File: config.mk
export PLATFORM = sky130hd
export DESIGN_NAME = i2c_coef_target
export DESIGN_NICKNAME = d
export VERILOG_FILES = /design/src/rtl/i2c_coef_pkg.sv /design/src/rtl/i2c_bus_sync.sv /design/src/rtl/i2c_coef_store.sv /design/src/rtl/i2c_coef_target.sv
export SDC_FILE = /design/constraint.sdc
export NUM_CORES = 2
export LEC_CHECK = 0
export BUFFER_PORTS_ARGS = -buffer_cell sky130_fd_sc_hd__buf_2
export CORE_UTILIZATION = 45
export DETAILED_ROUTE_END_ITERATION = 16
export PLACE_DENSITY_LB_ADDON = 0.25
export SLEW_MARGIN = 10
export SYNTH_ARGS = -nofsm -noshare
export SYNTH_HDL_FRONTEND = slang
export SYNTH_SLANG_ARGS = --single-unit
File: constraint.sdc
create_clock -name clk -period 3 [get_ports clk]
set_input_delay 0.3 -clock clk [delete_from_list [all_inputs] [get_ports clk]]
set_output_delay 0.3 -clock clk [all_outputs]
set_load 0.1 [all_outputs]
File: src/rtl/i2c_coef_pkg.sv
package i2c_coef_pkg;

  typedef enum logic [2:0] {
    ST_IDLE,
    ST_ADDR,
    ST_SUB,
    ST_WDATA,
    ST_ACK,
    ST_TX,
    ST_RACK,
    ST_IGNORE
  } tgt_state_e;

  localparam int          NBANK        = 4;
  localparam logic [7:0]  MODE_SUBADDR = 8'h7E;

  // Word-mode codes: one bit per bank, plus the dual channel code.
  function automatic logic mode_is_word(input logic [7:0] m);
    return (m == 8'h01) || (m == 8'h02) || (m == 8'h03) ||
           (m == 8'h04) || (m == 8'h08);
  endfunction

endpackage

File: src/rtl/i2c_bus_sync.sv
module i2c_bus_sync (
  input  logic clk,
  input  logic rst_n,
  input  logic scl_i,
  input  logic sda_i,
  output logic scl_o,
  output logic sda_o,
  output logic scl_rise_o,
  output logic scl_fall_o,
  output logic start_o,
  output logic stop_o
);

  // Two synchronizer stages plus one history stage per line.
  logic [2:0] scl_sh_q, sda_sh_q;

  always_ff @(posedge clk or negedge rst_n) begin
    if (!rst_n) begin
      scl_sh_q <= 3'b111;
      sda_sh_q <= 3'b111;
    end else begin
      scl_sh_q <= {scl_sh_q[1:0], scl_i};
      sda_sh_q <= {sda_sh_q[1:0], sda_i};
    end
  end

  assign scl_o      = scl_sh_q[1];
  assign sda_o      = sda_sh_q[1];
  assign scl_rise_o = scl_sh_q[1] & ~scl_sh_q[2];
  assign scl_fall_o = ~scl_sh_q[1] & scl_sh_q[2];
  assign start_o    = scl_sh_q[1] & scl_sh_q[2] & ~sda_sh_q[1] & sda_sh_q[2];
  assign stop_o     = scl_sh_q[1] & scl_sh_q[2] & sda_sh_q[1] & ~sda_sh_q[2];

endmodule

File: src/rtl/i2c_coef_store.sv
module i2c_coef_store
  import i2c_coef_pkg::*;
#(
  parameter int NREG  = 16,
  parameter int DEPTH = 8,
  localparam int RW   = $clog2(NREG),
  localparam int AW   = $clog2(DEPTH)
) (
  input  logic          clk,
  input  logic          rst_n,
  input  logic          wr_en,
  input  logic [7:0]    wr_data,
  input  logic [7:0]    sub,
  input  logic [AW-1:0] ptr,
  input  logic [1:0]    wb,
  output logic          word_acc_o,
  output logic [7:0]    rd_byte_o
);

  logic [7:0]  mode_q;
  logic [7:0]  reg_q  [NREG];
  logic [31:0] bank_q [NBANK][DEPTH];
  logic [23:0] acc_q;
  logic [NBANK-1:0] bank_we;
  logic [1:0]  rd_bank;
  logic [31:0] rd_word;
  logic        byte_we;

  assign word_acc_o = mode_is_word(mode_q) && (sub != MODE_SUBADDR);
  assign byte_we    = wr_en && !word_acc_o;

  // One write enable per bank, taken from the matching mode bit.
  for (genvar b = 0; b < NBANK; b++) begin : g_bank_we
    assign bank_we[b] = wr_en && word_acc_o && (wb == 2'd3) && mode_q[b];
  end

  // Lowest set mode bit picks the read bank (0x03 reads channel 1).
  always_comb begin
    rd_bank = 2'd0;
    for (int b = NBANK - 1; b >= 0; b--) begin
      if (mode_q[b]) rd_bank = 2'(b);
    end
  end

  assign rd_word = bank_q[rd_bank][ptr];

  always_comb begin
    if (word_acc_o)                 rd_byte_o = 8'(rd_word >> {~wb, 3'b000});
    else if (sub == MODE_SUBADDR)   rd_byte_o = mode_q;
    else                            rd_byte_o = reg_q[sub[RW-1:0]];
  end

  always_ff @(posedge clk or negedge rst_n) begin
    if (!rst_n) begin
      mode_q <= 8'h00;
      for (int i = 0; i < NREG; i++) reg_q[i] <= 8'h00;
    end else if (byte_we) begin
      if (sub == MODE_SUBADDR) mode_q <= wr_data;
      else                     reg_q[sub[RW-1:0]] <= wr_data;
    end
  end

  always_ff @(posedge clk or negedge rst_n) begin
    if (!rst_n)                    acc_q <= 24'h0;
    else if (wr_en && word_acc_o)  acc_q <= {acc_q[15:0], wr_data};
  end

  always_ff @(posedge clk or negedge rst_n) begin
    if (!rst_n) begin
      for (int b = 0; b < NBANK; b++)
        for (int w = 0; w < DEPTH; w++) bank_q[b][w] <= 32'h0;
    end else begin
      for (int b = 0; b < NBANK; b++)
        if (bank_we[b]) bank_q[b][ptr] <= {acc_q, wr_data};
    end
  end

  // a dual-channel word write leaves both banks equal at that index.
  p_pair_copy_r6: assert property (@(posedge clk) disable iff (!rst_n)
    (bank_we[0] && bank_we[1]) |=> (bank_q[0][$past(ptr)] == bank_q[1][$past(ptr)]));

endmodule

File: src/rtl/i2c_coef_target.sv
module i2c_coef_target
  import i2c_coef_pkg::*;
#(
  parameter logic [6:0] DEV_ADDR = 7'h34,
  parameter int         NREG     = 16,
  parameter int         DEPTH    = 8
) (
  input  logic clk,
  input  logic rst_n,
  input  logic scl_i,
  input  logic sda_i,
  output logic sda_oe_o
);

  localparam int            AW       = $clog2(DEPTH);
  localparam logic [AW-1:0] PTR_LAST = AW'(DEPTH - 1);

  logic scl_s, sda_s, scl_rise, scl_fall, start, stop;

  i2c_bus_sync u_sync (
    .clk        (clk),
    .rst_n      (rst_n),
    .scl_i      (scl_i),
    .sda_i      (sda_i),
    .scl_o      (scl_s),
    .sda_o      (sda_s),
    .scl_rise_o (scl_rise),
    .scl_fall_o (scl_fall),
    .start_o    (start),
    .stop_o     (stop)
  );

  tgt_state_e    state_q, state_d, nxt_q, nxt_d;
  logic [2:0]    bit_q, bit_d;
  logic [7:0]    sh_q, sh_d;
  logic          oe_q, oe_d;
  logic [7:0]    sub_q, sub_d;
  logic [AW-1:0] ptr_q, ptr_d;
  logic [1:0]    wb_q, wb_d;
  logic          flag_q, flag_d;
  logic          wr_en, adv, word_acc;
  logic [7:0]    rd_byte;

  i2c_coef_store #(.NREG(NREG), .DEPTH(DEPTH)) u_store (
    .clk        (clk),
    .rst_n      (rst_n),
    .wr_en      (wr_en),
    .wr_data    (sh_q),
    .sub        (sub_q),
    .ptr        (ptr_q),
    .wb         (wb_q),
    .word_acc_o (word_acc),
    .rd_byte_o  (rd_byte)
  );

  always_comb begin
    state_d = state_q;
    nxt_d   = nxt_q;
    bit_d   = bit_q;
    sh_d    = sh_q;
    oe_d    = oe_q;
    sub_d   = sub_q;
    ptr_d   = ptr_q;
    wb_d    = wb_q;
    flag_d  = flag_q;
    wr_en   = 1'b0;
    adv     = 1'b0;
    if (start) begin
      state_d = ST_ADDR;
      bit_d   = 3'd0;
      flag_d  = 1'b0;
      oe_d    = 1'b0;
    end else if (stop) begin
      state_d = ST_IDLE;
      flag_d  = 1'b0;
      oe_d    = 1'b0;
    end else begin
      case (state_q)
        ST_ADDR, ST_SUB, ST_WDATA: begin
          if (scl_rise) begin
            sh_d  = {sh_q[6:0], sda_s};
            bit_d = bit_q + 3'd1;
            if (bit_q == 3'd7) flag_d = 1'b1;
          end else if (scl_fall && flag_q) begin
            flag_d = 1'b0;
            if (state_q == ST_ADDR) begin
              if (sh_q[7:1] == DEV_ADDR) begin
                oe_d    = 1'b1;
                state_d = ST_ACK;
                nxt_d   = sh_q[0] ? ST_TX : ST_SUB;
              end else begin
                state_d = ST_IGNORE;
              end
            end else if (state_q == ST_SUB) begin
              sub_d   = sh_q;
              ptr_d   = AW'(sh_q % DEPTH);
              wb_d    = 2'd0;
              oe_d    = 1'b1;
              state_d = ST_ACK;
              nxt_d   = ST_WDATA;
            end else begin
              wr_en   = 1'b1;
              adv     = 1'b1;
              oe_d    = 1'b1;
              state_d = ST_ACK;
              nxt_d   = ST_WDATA;
            end
          end
        end
        ST_ACK: begin
          if (scl_fall) begin
            state_d = nxt_q;
            bit_d   = 3'd0;
            if (nxt_q == ST_TX) begin
              sh_d = rd_byte;
              oe_d = ~rd_byte[7];
            end else begin
              oe_d = 1'b0;
            end
          end
        end
        ST_TX: begin
          if (scl_fall) begin
            if (bit_q == 3'd7) begin
              oe_d    = 1'b0;
              state_d = ST_RACK;
            end else begin
              sh_d  = {sh_q[6:0], 1'b0};
              oe_d  = ~sh_q[6];
              bit_d = bit_q + 3'd1;
            end
          end
        end
        ST_RACK: begin
          if (scl_rise) begin
            adv = 1'b1;
            if (sda_s) state_d = ST_IDLE;
            else       flag_d  = 1'b1;
          end else if (scl_fall && flag_q) begin
            flag_d  = 1'b0;
            state_d = ST_TX;
            bit_d   = 3'd0;
            sh_d    = rd_byte;
            oe_d    = ~rd_byte[7];
          end
        end
        default: ;
      endcase
    end
    if (adv) begin
      if (word_acc) begin
        wb_d = wb_q + 2'd1;
        if (wb_q == 2'd3) ptr_d = (ptr_q == PTR_LAST) ? '0 : ptr_q + AW'(1);
      end else begin
        sub_d = sub_q + 8'd1;
      end
    end
  end

  always_ff @(posedge clk or negedge rst_n) begin
    if (!rst_n) begin
      state_q <= ST_IDLE;
      nxt_q   <= ST_IDLE;
      bit_q   <= 3'd0;
      sh_q    <= 8'h00;
      oe_q    <= 1'b0;
      sub_q   <= 8'h00;
      ptr_q   <= '0;
      wb_q    <= 2'd0;
      flag_q  <= 1'b0;
    end else begin
      state_q <= state_d;
      nxt_q   <= nxt_d;
      bit_q   <= bit_d;
      sh_q    <= sh_d;
      oe_q    <= oe_d;
      sub_q   <= sub_d;
      ptr_q   <= ptr_d;
      wb_q    <= wb_d;
      flag_q  <= flag_d;
    end
  end

  assign sda_oe_o = oe_q;

  // the drive only moves after a cycle in which SCL was seen low.
  p_sda_move_scl_low_r9: assert property (@(posedge clk) disable iff (!rst_n)
    (oe_q != $past(oe_q)) |-> !$past(scl_s));

  // an unmatched address leaves the line alone.
  p_foreign_silent_r1: assert property (@(posedge clk) disable iff (!rst_n)
    (state_q == ST_IGNORE) |-> !oe_q);

  // after NAK or STOP the target is idle and released.
  p_idle_released_r8: assert property (@(posedge clk) disable iff (!rst_n)
    (state_q == ST_IDLE) |-> !oe_q);

  // a read data bit holds through the SCL high phase.
  p_tx_bit_hold_r4: assert property (@(posedge clk) disable iff (!rst_n)
    (state_q == ST_TX && scl_s && $past(scl_s)) |-> $stable(oe_q));

endmodule

Yosys cells after proc, flatten, opt, wreduce, memory -nomap -nowiden
Cells that the tools add are included.

$add $sub $neg: 4. $lt $le $gt $ge: 5. Equal/unequal tests: 45. Shift operators: 1. Mux-type cells: 118. Bitwise gates (word level): 21. Reductions and logical operators: 29.

Operator list (count): 256-bit bitwise mux (4); 256-bit binary-select mux with 2-bit select (1); 256-bit two-way mux (2); 8-bit two-way mux (21); 128-bit bitwise mux (1); 3-bit two-way mux (33); 32-bit binary-select mux with 3-bit select (1); 32-bit demux with 3-bit select (1); 32-bit two-way mux (3); 8-bit binary-select mux with 4-bit select (1); 8-bit demux with 4-bit select (1); 8-bit one-hot mux with 4 select lines (1); 32-bit by 5-bit right shift with 8-bit output (1); 1-bit two-way mux (29); 2-bit two-way mux (14); 4-bit inequality test, second input constant (7); 3-bit one-hot mux with 4 select lines (2); 8-bit AND reduction (3); 5-bit inequality test, second input constant (4); 3-bit == test, second input constant (6); 3-bit inequality test, second input constant (6); 8-bit by 2-bit == test with 1-bit output, second input constant (2); 2-bit inequality test, second input constant (8); 1-bit logical AND (11); other kinds (37) (60).

Flip-flop bits (word level): 1222. Bits of input ports: 4.

Longest topological paths before layout
Depth after elaboration: 19. Gate-level depth with buffers: 14. Gate-level depth less buffers: 9.

Cells and area by module
A second synthesis with hierarchy kept.

Cells, all modules: 4277. Area total of the unflattened synthesis: 55647.1 um^2.

By module, submodules not included: i2c_coef_store (instances 1, cells each 4047, area an instance 53437.5 um^2, seq. area each 29628.4 um^2); i2c_coef_target (instances 1, cells each 220, area an instance 2019.4 um^2, seq. area each 800.8 um^2); i2c_bus_sync (instances 1, cells each 10, area an instance 190.2 um^2, seq. area each 157.7 um^2).

Worst setup path after synthesis
Ideal clock, no wire load.

Path type: register -> register. Start: register sub_q[0]. End: register u_store.bank_q[673] (netlist bit). Arrival: 3.181 ns. Data required time: 2.872 ns. Setup slack: -0.308 ns. Cell stages (with the launch flop): 15. Cells stage by stage: dfrtp_1 clkbuf_1 clkbuf_1 inv_1 ha_1 clkbuf_1 nor2b_1 nand4_1 nand3_2 nor2_4 and3_1 buf_4 nand2_2 buf_2 mux2_1.

Longest elaborated chain between the ends: 5.

Ends and longest elaborated chain: start, declared (RTL line i2c_coef_target.sv:37) `logic [7:0] sub_q, sub_d;`; start signal, assigned (RTL line i2c_coef_target.sv:177) `sub_q <= sub_d;`; 8-bit by 7-bit inequality test with 1-bit output (RTL line i2c_coef_store.sv:29) `assign word_acc_o = mode_is_word(mode_q) && (sub != MODE_SUBADDR);`; 1-bit logical AND (RTL line i2c_coef_store.sv:29); 1-bit logical AND (3 in a row) (RTL line i2c_coef_store.sv:34) `assign bank_we[b] = wr_en && word_acc_o && (wb == 2'd3) && mode_q[b];`; end signal, assigned by index (RTL line i2c_coef_store.sv:74) `if (bank_we[b]) bank_q[b][ptr] <= {acc_q, wr_data};`; end, declared (RTL line i2c_coef_store.sv:22) `logic [31:0] bank_q [NBANK][DEPTH];`.

No other way between the ends. A chain may end at the register's enable or synchronous reset.

Worst setup path after layout
Start: register u_store.mode_q[2]. End: register sh_q[3].

Longest elaborated chain between the ends: 15. Elaborated cells on any way between the ends: 27. Those cells by class: eq/ne (5); shift (1); mux (15); bitwise (1); reduce/logical (5).

Ends and longest elaborated chain: start, declared (RTL line i2c_coef_store.sv:20) `logic [7:0] mode_q;`; start signal, assigned (RTL line i2c_coef_store.sv:58) `if (sub == MODE_SUBADDR) mode_q <= wr_data;`; 2-bit two-way mux (3 in a row) (RTL line i2c_coef_store.sv:41) `if (mode_q[b]) rd_bank = 2'(b);`; 2-bit inverter with 3-bit output (implied by the code) (RTL line i2c_coef_store.sv:45) `assign rd_word = bank_q[rd_bank][ptr];`; 256-bit binary-select mux with 2-bit select (RTL line i2c_coef_store.sv:45); 256-bit two-way mux (implied by the code) (2 in a row) (RTL line i2c_coef_store.sv:45); 32-bit binary-select mux with 3-bit select (RTL line i2c_coef_store.sv:45); 32-bit two-way mux (implied by the code) (2 in a row) (RTL line i2c_coef_store.sv:45); 32-bit by 5-bit right shift with 8-bit output (RTL line i2c_coef_store.sv:48) `if (word_acc_o) rd_byte_o = 8'(rd_word >> {~wb, 3'b000});`; 8-bit two-way mux * (RTL line i2c_coef_store.sv:48); 8-bit two-way mux, on equally long branches (RTL line i2c_coef_target.sv:139, i2c_coef_target.sv:114); 8-bit two-way mux, on equally long branches (RTL line i2c_coef_target.sv:135, i2c_coef_target.sv:111); 8-bit one-hot mux with 4 select lines * (RTL line i2c_coef_target.sv:78) `case (state_q)`; end signal, assigned (RTL line i2c_coef_target.sv:165) `sh_q <= 8'h00;`; end signal, assigned (RTL line i2c_coef_target.sv:175) `sh_q <= sh_d;`; end, declared (RTL line i2c_coef_target.sv:35) `logic [7:0] sh_q, sh_d;`.

Every way passes the cells marked *; elsewhere a longest branch is shown, timed or not. The select of a mux whose other input is x is not followed.

==> flow_summary.json <==
{
  "status": "complete, but fails checks",
  "violations": "negative setup slack",
  "overflow": 0,
  "p_per_area_nw_per_um2": 560,
  "hold_violations": 0,
  "setup.worst_path.start_class": "flop",
  "die-area_um2": 125000,
  "start_util": 0.456,
  "rr_worst_depth": 9,
  "combPwrFrac": 0.099,
  "postLayoutCoreUtil": 0.538,
  "postRouteAntennaNets": 0,
  "fill_cells": 10200,
  "drc_errors": 0,
  "async_flop_share": 1.00,
  "fin_crit_ns": 3.05,
  "grt_max_degree": 123,
  "coreArea_um2": 122000,
  "syn-mean-instance-area_um2": 13.6,
  "period_share": 1.02,
  "slew_viol_final": 0,
  "tightest_slew_ns": 1.20,
  "max_cap_violations": 0,
  "crit_chain": "nand2b_4 -> a21oi_4 -> buf_12 -> buf_12 -> mux4_2 -> mux2_4 -> or3_4 -> a211o_4 -> a221o_1",
  "synth_warnings": 0,
  "diodes": 0,
  "post-route-cell-area_um2": 65800,
  "cts_root_buf": "clkbuf_16",
  "rsz0062_at_grt": "yes",
  "drt-initial-drc-count": 4089,
  "power_switching_uw": 9550,
  "fmax_mhz": 328,
  "cts_buffer_depth": 3,
  "synthFlopType": "dfrtp_1",
  "die_h_um": 354,
  "clock_sinks": 1222,
  "grt_pass1_vias": 37800,
  "netSwitchingFraction": 0.259,
  "synth_edf_count": 0,
  "synth_area_um2": 55800,
  "core.rowCount": 128,
  "cp_slowest_cell": "mux4_2",
  "cts_buffers": 135,
  "finalSetupViolCount": 3,
  "grt_pass1_wl_um": 268000,
  "wirelength_um": 180000,
  "skew_ns": 0.0324,
  "endpoint_kind": "flop",
  "power_frac_seq": 0.457,
  "cts_tree": "yes",
  "ys_seq_elements": 1222,
  "grt_antenna_before_repair": 2,
  "worst_slack_ns": -0.0506,
  "path_max_fanout": 7,
  "h-tree-depth": 4,
  "nets": 4336,
  "p_leak_uw": 0.0322,
  "viasPerCell": 6.16,
  "critPathMaxStageDelay_ns": 0.52,
  "hold_class": "input pin to asynchronous set/reset pin",
  "path_common_cell": "buf_12",
  "synth-seq-area-share": 0.548,
  "routabilityCongestion": 0.900,
  "ys_types": 79,
  "cp_data_arrival_time_ns": 3.70,
  "cp.required_ns": 3.65,
  "clock_latency_ns": 0.78,
  "ir_drop_mv": 0.619,
  "pin_count": 5,
  "slew_headroom": 0.200,
  "die_w_um": 354,
  "wl_per_cell_um": 29.8,
  "drive_above_1_share": 0.254,
  "numPortBuffers": 4,
  "internal-power_uw": 27300,
  "fin_setup_tns_ns": -0.114,
  "path_clk_slew_ns": 0.06,
  "place_area_um2": 60600,
  "crit_type": "flop to flop",
  "synthCells": 4106,
  "synth_nets": 4119,
  "pwr-share-clk": 0.444,
  "first_pass_iters": 8,
  "dpl.hpwl_um": 113000,
  "grt_usage": 0.291,
  "syn_to_final_growth_pct": 17.9,
  "vias": 37300
}
==> path summary, 6_finish.rpt <==
check / from / to / slack, ns
max reg2reg: u_store.mode_q[2] / sh_q[3] / -0.05
min in group clk: scl_i / u_sync.scl_sh_q[0] / 0.19
min reg2reg: u_sync.sda_sh_q[0] / u_sync.sda_sh_q[1] / 0.35
min: rst_n / u_store.reg_q[60] / 0.06
max: u_store.mode_q[2] / sh_q[3] / -0.05
max in group asynchronous: rst_n / u_store.bank_q[476] / 1.88
==> cells in the mapped netlist (all sizes together), types with 34 or more instances <==
| master | n | area, um2 |
|---|---|---|
| a21oi | 35 | 186 |
| dfrtp | 1216 | 30400 |
| mux4 | 164 | 3690 |
| nor2 | 87 | 344 |
| o21ai | 83 | 419 |
| nand3 | 78 | 395 |
| mux2 | 1136 | 12800 |
| o22ai | 67 | 419 |
| clkbuf | 203 | 762 |
| mux2i | 65 | 651 |
| nand2 | 389 | 1530 |
| nand4 | 34 | 213 |
| buf | 171 | 1020 |
==> through the flow <==
| stage | setup WS [ns] | cells | total power (uW) | hold WS, ns |
|---|---|---|---|---|
| final | -0.0506 | 6050 | 36900 | 0.0645 |
| after global routing | -0.0774 | 6050 | 38000 | 0.0553 |
| after CTS | -0.0550 | 6033 | 37000 | 0.0435 |
| after detailed placement | -0.347 | 5779 | 20600 | 0.238 |
| after global placement | -0.336 | 5779 | 20600 | 0.239 |
| after floorplan | 0.0474 | 4106 | 18700 | 0.00441 |
==> sequential cells by signal (all words and copies together) (netlist names) <==
register / count
sh_q: 8
sda_oe_o: 1
sub_q: 8
nxt_q: 3
u_store.bank_q: 1024
bit_q: 3
wb_q: 2
u_store.reg_q: 128
ptr_q: 3
u_sync.sda_sh_q: 3
u_sync.scl_sh_q: 3
state_q: 3
u_store.mode_q: 8
u_store.acc_q: 24
flag_q: 1
==> layout by cell type, fill, tap and decap left out, types with 38 or more instances in the layout <==
cell type | netlist | routed
dfrtp_1 | 1216 | 1210
mux2_1 | 960 | 960
nand2_1 | 363 | 350
buf_4 | 21 | 325
mux2_2 | 176 | 175
mux4_2 | 164 | 164
clkbuf_16 | 0 | 140
buf_12 | 1 | 102
nand3_1 | 77 | 76
nor2_1 | 84 | 76
o21ai_0 | 78 | 75
mux2i_1 | 65 | 64
o22ai_1 | 67 | 57
nand2_2 | 26 | 38
clkbuf_1 | 203 | 38
==> power by group through the flow <==
stage	combinational, uW	sequential, uW	clock (uW)
floorplan	1630	17000	0
finish	3660	16800	16400
detailed placement	3520	17100	0
global route	3870	16900	17300
global placement	3510	17100	0
CTS	3550	16800	16600
==> logic make-up (layout without fill, tap and decap cells) <==
| logic type | count (synthesis) | after routing | synth area share |
|---|---|---|---|
| xor gates and xnor gates | 2 | 2 | 0.000314 |
| adders and majority gates | 9 | 9 | 0.00202 |
| muxes | 1365 | 1365 | 0.307 |
| buffers and inverters | 393 | 712 | 0.0332 |
| and+or+nand+nor | 708 | 708 | 0.0578 |
| AOI/OAI and AO/OA | 407 | 407 | 0.0516 |
| DFF | 1222 | 1222 | 0.548 |
==> repair_timing <==
action / in CTS / in global routing
pin swaps: 5 / 15
gates cloned: 4 / 1
endpoints found under the hold margin: 814 / 0
resized for setup: 30 / 67
setup buffers: 8 / 16
hold buffers: 3 / 0
endpoints found under the setup margin: 9 / 224
==> routing by layer <==
metal	up-vias	track usage	part of all wire
met4	2	0.110	0.039
met2	1479	0.441	0.45
li1	15500	-	-
met3	344	0.0568	0.072
met5	-	0	0.000072
met1	20000	0.416	0.44
==> layout make-up <==
class                           count  area [um2]  share of cell area
Inverter                           19        75.1             0.00114
Tap cell                         1625        2030              0.0309
Clock inverter                     36         358             0.00544
Clock buffer                      203        3980              0.0605
Timing Repair Buffer              454        4950              0.0753
Sequential cell                  1222       30600               0.465
Multi-Input combinational cell   2491       23800               0.362
==> worst max-delay path, delay by kind of cell (launching register included) <==
family / cells / cell delay (ns)
AO/OA/AOI/OAI: 3 / 0.83
buffers and inverters: 2 / 0.33
flip-flops: 1 / 0.42
multiplexers: 2 / 0.80
AND/OR/NAND/NOR: 2 / 0.53
Power figures use the tool's default switching activity.
